==> src/rtl/pcc_pkg.sv <==
package pcc_pkg;
  localparam int NUM_STAGES = 15;
  localparam int OUT_W      = 12;
  localparam int FRAC_W     = 4;
  localparam int COEF_W     = 16;

  // ideal binary weight of stage k in 1/2^frac code units
  function automatic logic [COEF_W-1:0] ideal_weight(input int k, input int out_w, input int frac_w);
    int e;
    e = out_w - 1 + frac_w - k;
    if (e < 0 || e >= COEF_W) return '0;
    return COEF_W'(1) << e;
  endfunction
endpackage

==> src/rtl/pcc_deskew.sv <==
module pcc_deskew #(
  parameter int NUM_STAGES = 15
) (
  input  logic                  clk_i,
  input  logic                  rst_ni,
  input  logic [NUM_STAGES-1:0] raw_i,
  output logic [NUM_STAGES-1:0] aligned_o
);
  for (genvar k = 0; k < NUM_STAGES; k++) begin : g_lane
    localparam int D = NUM_STAGES - 1 - k;
    if (D == 0) begin : g_pass
      assign aligned_o[k] = raw_i[k];
    end else if (D == 1) begin : g_one
      logic q;
      always_ff @(posedge clk_i or negedge rst_ni) begin
        if (!rst_ni) q <= 1'b0;
        else         q <= raw_i[k];
      end
      assign aligned_o[k] = q;
    end else begin : g_shift
      logic [D-1:0] sr;
      always_ff @(posedge clk_i or negedge rst_ni) begin
        if (!rst_ni) sr <= '0;
        else         sr <= {sr[D-2:0], raw_i[k]};
      end
      assign aligned_o[k] = sr[D-1];
    end
  end
endmodule

==> src/rtl/pcc_coef_ram.sv <==
module pcc_coef_ram #(
  parameter int NUM_STAGES = 15,
  parameter int OUT_W      = 12,
  parameter int FRAC_W     = 4,
  parameter int COEF_W     = 16,
  parameter int ADDR_W     = $clog2(NUM_STAGES + 1)
) (
  input  logic                         clk_i,
  input  logic                         rst_ni,
  input  logic                         cal_active_i,
  input  logic                         we_i,
  input  logic [ADDR_W-1:0]            addr_i,
  input  logic [COEF_W-1:0]            wdata_i,
  output logic [NUM_STAGES*COEF_W-1:0] weights_o,
  output logic [COEF_W-1:0]            offset_o
);
  import pcc_pkg::ideal_weight;

  logic wr_en;
  assign wr_en = cal_active_i && we_i;

  for (genvar k = 0; k < NUM_STAGES; k++) begin : g_w
    localparam logic [COEF_W-1:0] INIT = ideal_weight(k, OUT_W, FRAC_W);
    logic [COEF_W-1:0] w_q;
    always_ff @(posedge clk_i or negedge rst_ni) begin
      if (!rst_ni)                               w_q <= INIT;
      else if (wr_en && addr_i == ADDR_W'(k))    w_q <= wdata_i;
    end
    assign weights_o[k*COEF_W +: COEF_W] = w_q;
  end

  logic [COEF_W-1:0] off_q;
  always_ff @(posedge clk_i or negedge rst_ni) begin
    if (!rst_ni)                                        off_q <= '0;
    else if (wr_en && addr_i == ADDR_W'(NUM_STAGES))    off_q <= wdata_i;
  end
  assign offset_o = off_q;

  assert_write_gate_R8: assert property (@(posedge clk_i) disable iff (!rst_ni)
    !cal_active_i |=> $stable({weights_o, offset_o}));
endmodule

==> src/rtl/pcc_accum.sv <==
module pcc_accum #(
  parameter int NUM_STAGES = 15,
  parameter int OUT_W      = 12,
  parameter int FRAC_W     = 4,
  parameter int COEF_W     = 16,
  parameter int SUM_W      = COEF_W + $clog2(NUM_STAGES + 1) + 1
) (
  input  logic                         clk_i,
  input  logic                         rst_ni,
  input  logic [NUM_STAGES-1:0]        bits_i,
  input  logic [NUM_STAGES*COEF_W-1:0] weights_i,
  input  logic [COEF_W-1:0]            offset_i,
  output logic [OUT_W-1:0]             code_o,
  output logic                         over_range_o
);
  localparam int HALF_I = 1 << (FRAC_W - 1);
  localparam int MAX_I  = (1 << OUT_W) - 1;
  localparam logic signed [SUM_W-1:0] HALF_V = SUM_W'(HALF_I);
  localparam logic signed [SUM_W-1:0] MAX_V  = SUM_W'(MAX_I);

  logic signed [SUM_W-1:0] sum_c, sum_q, rnd_c;
  logic                    lo_c, hi_c;

  always_comb begin
    sum_c = {{(SUM_W-COEF_W){offset_i[COEF_W-1]}}, offset_i};
    for (int k = 0; k < NUM_STAGES; k++) begin
      if (bits_i[k]) sum_c = sum_c + {{(SUM_W-COEF_W){1'b0}}, weights_i[k*COEF_W +: COEF_W]};
    end
  end

  always_ff @(posedge clk_i or negedge rst_ni) begin
    if (!rst_ni) sum_q <= '0;
    else         sum_q <= sum_c;
  end

  assign rnd_c = (sum_q + HALF_V) >>> FRAC_W;
  assign lo_c  = rnd_c < 0;
  assign hi_c  = rnd_c > MAX_V;

  always_ff @(posedge clk_i or negedge rst_ni) begin
    if (!rst_ni) begin
      code_o       <= '0;
      over_range_o <= 1'b0;
    end else begin
      over_range_o <= lo_c || hi_c;
      if (lo_c)      code_o <= '0;
      else if (hi_c) code_o <= OUT_W'(MAX_I);
      else           code_o <= rnd_c[OUT_W-1:0];
    end
  end

  assert_floor_R4: assert property (@(posedge clk_i) disable iff (!rst_ni)
    (rnd_c < 0) |=> (code_o == '0 && over_range_o));
  assert_ceiling_R5: assert property (@(posedge clk_i) disable iff (!rst_ni)
    (rnd_c > MAX_V) |=> (code_o == OUT_W'(MAX_I) && over_range_o));
  assert_flag_extreme_R6: assert property (@(posedge clk_i) disable iff (!rst_ni)
    over_range_o |-> (code_o == '0 || code_o == OUT_W'(MAX_I)));
endmodule

==> src/rtl/pipe_corr_combiner.sv <==
module pipe_corr_combiner #(
  parameter int NUM_STAGES = pcc_pkg::NUM_STAGES,
  parameter int OUT_W      = pcc_pkg::OUT_W,
  parameter int FRAC_W     = pcc_pkg::FRAC_W,
  parameter int COEF_W     = pcc_pkg::COEF_W,
  parameter int ADDR_W     = $clog2(NUM_STAGES + 1)
) (
  input  logic                  clk_i,
  input  logic                  rst_ni,
  input  logic [NUM_STAGES-1:0] stage_bits_i,
  input  logic                  cal_active_i,
  input  logic                  coef_we_i,
  input  logic [ADDR_W-1:0]     coef_addr_i,
  input  logic [COEF_W-1:0]     coef_wdata_i,
  output logic [OUT_W-1:0]      code_o,
  output logic                  over_range_o
);
  logic [NUM_STAGES-1:0]        aligned;
  logic [NUM_STAGES*COEF_W-1:0] weights;
  logic [COEF_W-1:0]            offset;

  pcc_deskew #(.NUM_STAGES(NUM_STAGES)) u_deskew (
    .clk_i, .rst_ni, .raw_i(stage_bits_i), .aligned_o(aligned)
  );

  pcc_coef_ram #(
    .NUM_STAGES(NUM_STAGES), .OUT_W(OUT_W), .FRAC_W(FRAC_W),
    .COEF_W(COEF_W), .ADDR_W(ADDR_W)
  ) u_coef (
    .clk_i, .rst_ni, .cal_active_i, .we_i(coef_we_i), .addr_i(coef_addr_i),
    .wdata_i(coef_wdata_i), .weights_o(weights), .offset_o(offset)
  );

  pcc_accum #(
    .NUM_STAGES(NUM_STAGES), .OUT_W(OUT_W), .FRAC_W(FRAC_W), .COEF_W(COEF_W)
  ) u_accum (
    .clk_i, .rst_ni, .bits_i(aligned), .weights_i(weights), .offset_i(offset),
    .code_o, .over_range_o
  );
endmodule

==> config.mk <==
export PLATFORM = sky130hd
export DESIGN_NAME = pipe_corr_combiner
export DESIGN_NICKNAME = d
export VERILOG_FILES = /design/src/rtl/pcc_pkg.sv /design/src/rtl/pcc_deskew.sv /design/src/rtl/pcc_coef_ram.sv /design/src/rtl/pcc_accum.sv /design/src/rtl/pipe_corr_combiner.sv
export SDC_FILE = /design/constraint.sdc
export NUM_CORES = 1
export LEC_CHECK = 0
export ABC_AREA = 1
export CAP_MARGIN = 20
export CORE_UTILIZATION = 40
export CTS_CLUSTER_SIZE = 40
export DETAILED_ROUTE_END_ITERATION = 8
export SLEW_MARGIN = 20
export SYNTH_ARGS = -nofsm -noshare
export SYNTH_HDL_FRONTEND = slang
export SYNTH_SLANG_ARGS = --single-unit
==> constraint.sdc <==
create_clock -name clk_i -period 13.3 [get_ports clk_i]
set_input_delay 3.325 -clock clk_i [delete_from_list [all_inputs] [get_ports clk_i]]
set_output_delay 3.325 -clock clk_i [all_outputs]
set_load 0.005 [all_outputs]
==> results.yml <==
floorplan:
  die_w_um: 263
  rows: 95
  initial_core_util_pct: 40.5
  die_area_um2: 69400
  core_um2: 67400
  die_h_um: 263
  io_pins: 52
final_layout:
  drive_above_1_share_pct: 35.0
  seqCellArea_um2: 9830
  fillers: 5804
  post-route-util_pct: 59.1
  multiInputGateArea_um2: 18900
  syn2layout_area_growth_pct: 45.9
  finalInstanceArea_um2: 39900
  design.final.nets: 4758
  diodes: 0
drt:
  maxUsedRoutingLayer: "met4"
  met3_length_mm: 3.92
  drc_errors: 0
  drtIter0Drc: 1679
  wl_met2_mm: 37.6
  wirelength_mm: 82.8
  vias: 26781
  ant_nets: 0
  wl_met1_mm: 39.4
  via_per_inst: 4.99
  avgRoutedWirePerCell_um: 15.4
  drtPass1Iterations: 5
min_path:
  worstHoldPathType: "reg -> reg"
  holdPathStages: 0
critical_path:
  cp-end-kind: "flip-flop"
  cp.required_ns: 13.78
  cp_max_fo: 4
  slowest_stage: "fa_2"
  cpMostUsedCell: "nand2_2"
  crit_arrival_ns: 14.96
  startpoint_type: "flip-flop"
  critical_path_class: "reg -> reg"
  rr_worst_depth: 95
  cp_slowest_stage_delay_ns: 0.39
global_routing:
  track_usage_pct: 23.2
  grt_max_degree: 93
  grt_pass1_vias: 25592
  overflow: 0
  antenna_found_initial: 1
  grt_pass1_wl_mm: 131
place:
  place_area_um2: 34000
  port_buffers: 51
  place_hpwl_mm: 56.5
  place_congestion: 0.884
outcome:
  violations: "negative setup slack"
  status: "finished with violations"
timing:
  worst_slew_pin_slew_ns: 1.14
  finalWorstSetupSlack_ns: -1.17
  period_share_pct: 109
  min_period_ns: 14.47
  rsz0062_at_grt: "yes"
  max_slew_margin_pct: 23.6
  hold_violations: 0
  finalMaxSlewViolations: 0
  fmax_ghz: 0.0691
  fin_tns_setup_ns: -11.37
  setup_violations: 13
  clock-skew-final_ns: 0.0382
cts:
  root_buffer: "clkbuf_16"
  clock_latency_ns: 0.63
  cts_buffer_depth: 3
  postCtsHoldBufs: 0
  tritoncts: "yes"
  path_clk_slew_ns: 0.06
  cts_buffers: 48
  cts.sinks: 392
  h-tree-depth: 2
logic_synthesis:
  ys_types: 48
  synth_warnings: 0
  synth_edf_count: 0
  syn_area_per_cell_um2: 7.54
  synth-seq-cells: 392
  async_flop_share_pct: 100
  syn-num-nets: 3924
  syn_inst: 3624
  ys.flop_type: "dfrtp_1"
  syn_area_um2: 27300
  ys_seq_area_share_pct: 36.0
flow_run:
  maxCapViolations: 0
routing by layer:
| layer | GRT usage (%) | vias to the layer above |
|---|---|---|
| met1 | 33.3 | 12577 |
| li1 | - | 13609 |
| met5 | 0 | - |
| met4 | 5.31 | 0 |
| met2 | 37.0 | 473 |
| met3 | 3.18 | 122 |
logic make-up (layout without fill, tap and decap cells):
logic type,count (synthesis),after routing,share of synthesized area [%]
adders and majority gates,261,261,12.3
buffers and inverters,470,1344,6.89
and+or+nand+nor,1502,1502,23.2
AOI/OAI and AO/OA,813,813,15.6
xor gates and xnor gates,185,185,5.93
DFF,392,392,36.0
muxes,1,1,0.0366
worst paths after layout:
check	start	endpoint	slack [ns]
setup / recovery	u_coef.g_w[0].w_q[0]$_DFFE_PN0P_	u_accum.sum_q[19]$_DFF_PN0_	-1.17
hold / removal	u_deskew.g_lane[3].g_shift.sr[4]$_DFF_PN0_	u_deskew.g_lane[3].g_shift.sr[5]$_DFF_PN0_	0.34
setup reg to reg	u_coef.g_w[0].w_q[0]$_DFFE_PN0P_	u_accum.sum_q[19]$_DFF_PN0_	-1.17
hold reg to reg	u_deskew.g_lane[3].g_shift.sr[4]$_DFF_PN0_	u_deskew.g_lane[3].g_shift.sr[5]$_DFF_PN0_	0.34
max in group asynchronous	rst_ni	u_coef.g_w[14].w_q[13]$_DFFE_PN0P_	8.46
min in group asynchronous	rst_ni	u_deskew.g_lane[1].g_shift.sr[3]$_DFF_PN0_	2.69
flip-flops by register name, summed over array words and instances, names as in the netlist:
register,flops
u_coef.offset_o,16
u_accum.sum_q,18
u_deskew.g_lane.g_one.q,1
u_deskew.g_lane.g_shift.sr,104
u_accum.code_o,12
u_accum.over_range_o,1
u_coef.g_w.w_q,240
worst max-delay path: cells and delay by family (launching register included):
family	cells	cell delay [ns]
fa+ha+maj	16	4.27
flops	1	0.36
xor+xnor	13	1.86
simple gates	30	2.99
buf+inv	13	1.34
compound gates	23	3.50
layout make-up:
class	count	share of cell area (%)
sequential	392	24.7
clock buffer	59	3.24
inverter	361	3.42
clock inverter	31	1.14
timing repair buffer	893	17.4
multi-input combinational	2762	47.4
tap	873	2.74
cell usage after synthesis (4+ instances only):
library cell | instances | area [um2]
a211oi_1 | 4 | 30.0
a21boi_0 | 11 | 82.6
a21o_1 | 5 | 37.5
a21oi_1 | 239 | 1200
a31oi_1 | 16 | 100
and2_1 | 13 | 81.3
buf_1 | 4 | 15.0
buf_2 | 18 | 90.1
buf_4 | 9 | 67.6
buf_6 | 7 | 78.8
clkbuf_1 | 69 | 259
clkinv_1 | 6 | 22.5
dfrtp_1 | 377 | 9430
dfstp_2 | 15 | 394
fa_1 | 14 | 280
ha_1 | 247 | 3090
inv_1 | 350 | 1310
inv_2 | 5 | 18.8
nand2_1 | 1031 | 3870
nand2_2 | 41 | 257
nand3_1 | 182 | 911
nand3_2 | 24 | 240
nand3b_1 | 8 | 60.1
nand4_1 | 18 | 113
nor2_1 | 141 | 529
nor2_2 | 8 | 50.1
nor3_1 | 13 | 65.1
o21ai_0 | 371 | 1860
o21ai_1 | 121 | 606
o21ai_2 | 11 | 96.3
o21bai_1 | 12 | 90.1
o31ai_1 | 14 | 105
or2_2 | 14 | 87.6
xnor2_1 | 79 | 692
xor2_1 | 106 | 928
timing repair:
action                                 4_1_cts  5_1_grt
buffers inserted                            85       85
endpoints found under the hold margin        0        0
setup endpoints to repair                   16       17
pin swaps                                  140      304
gates resized for setup                    238      317
cloned                                       0        0
per-stage QoR:
step | instances | worst slack [ns] | hold WS, ns
final | 5371 | -1.17 | 0.344
after global routing | 5371 | -1.99 | 0.351
after CTS | 5285 | -1.12 | 0.345
after detailed placement | 5111 | -2.24 | 0.335
after global placement | 5109 | -2.00 | 0.332
after floorplan | 3624 | -0.0634 | 0.331
cells in the final DEF (no fill, tap or decap), types with 98 or more instances in the layout:
cell type / count
a21oi_1: 146
buf_4: 822
dfrtp_1: 377
ha_1: 131
ha_4: 115
inv_1: 324
nand2_1: 960
nand2_2: 110
nand3_1: 173
nor2_1: 124
o21ai_0: 310
o21ai_2: 107
xor2_1: 98
Power is left out: the tool's default activity adds up to more than one toggle a clock period on the data nets, which glitch-free logic cannot reach.
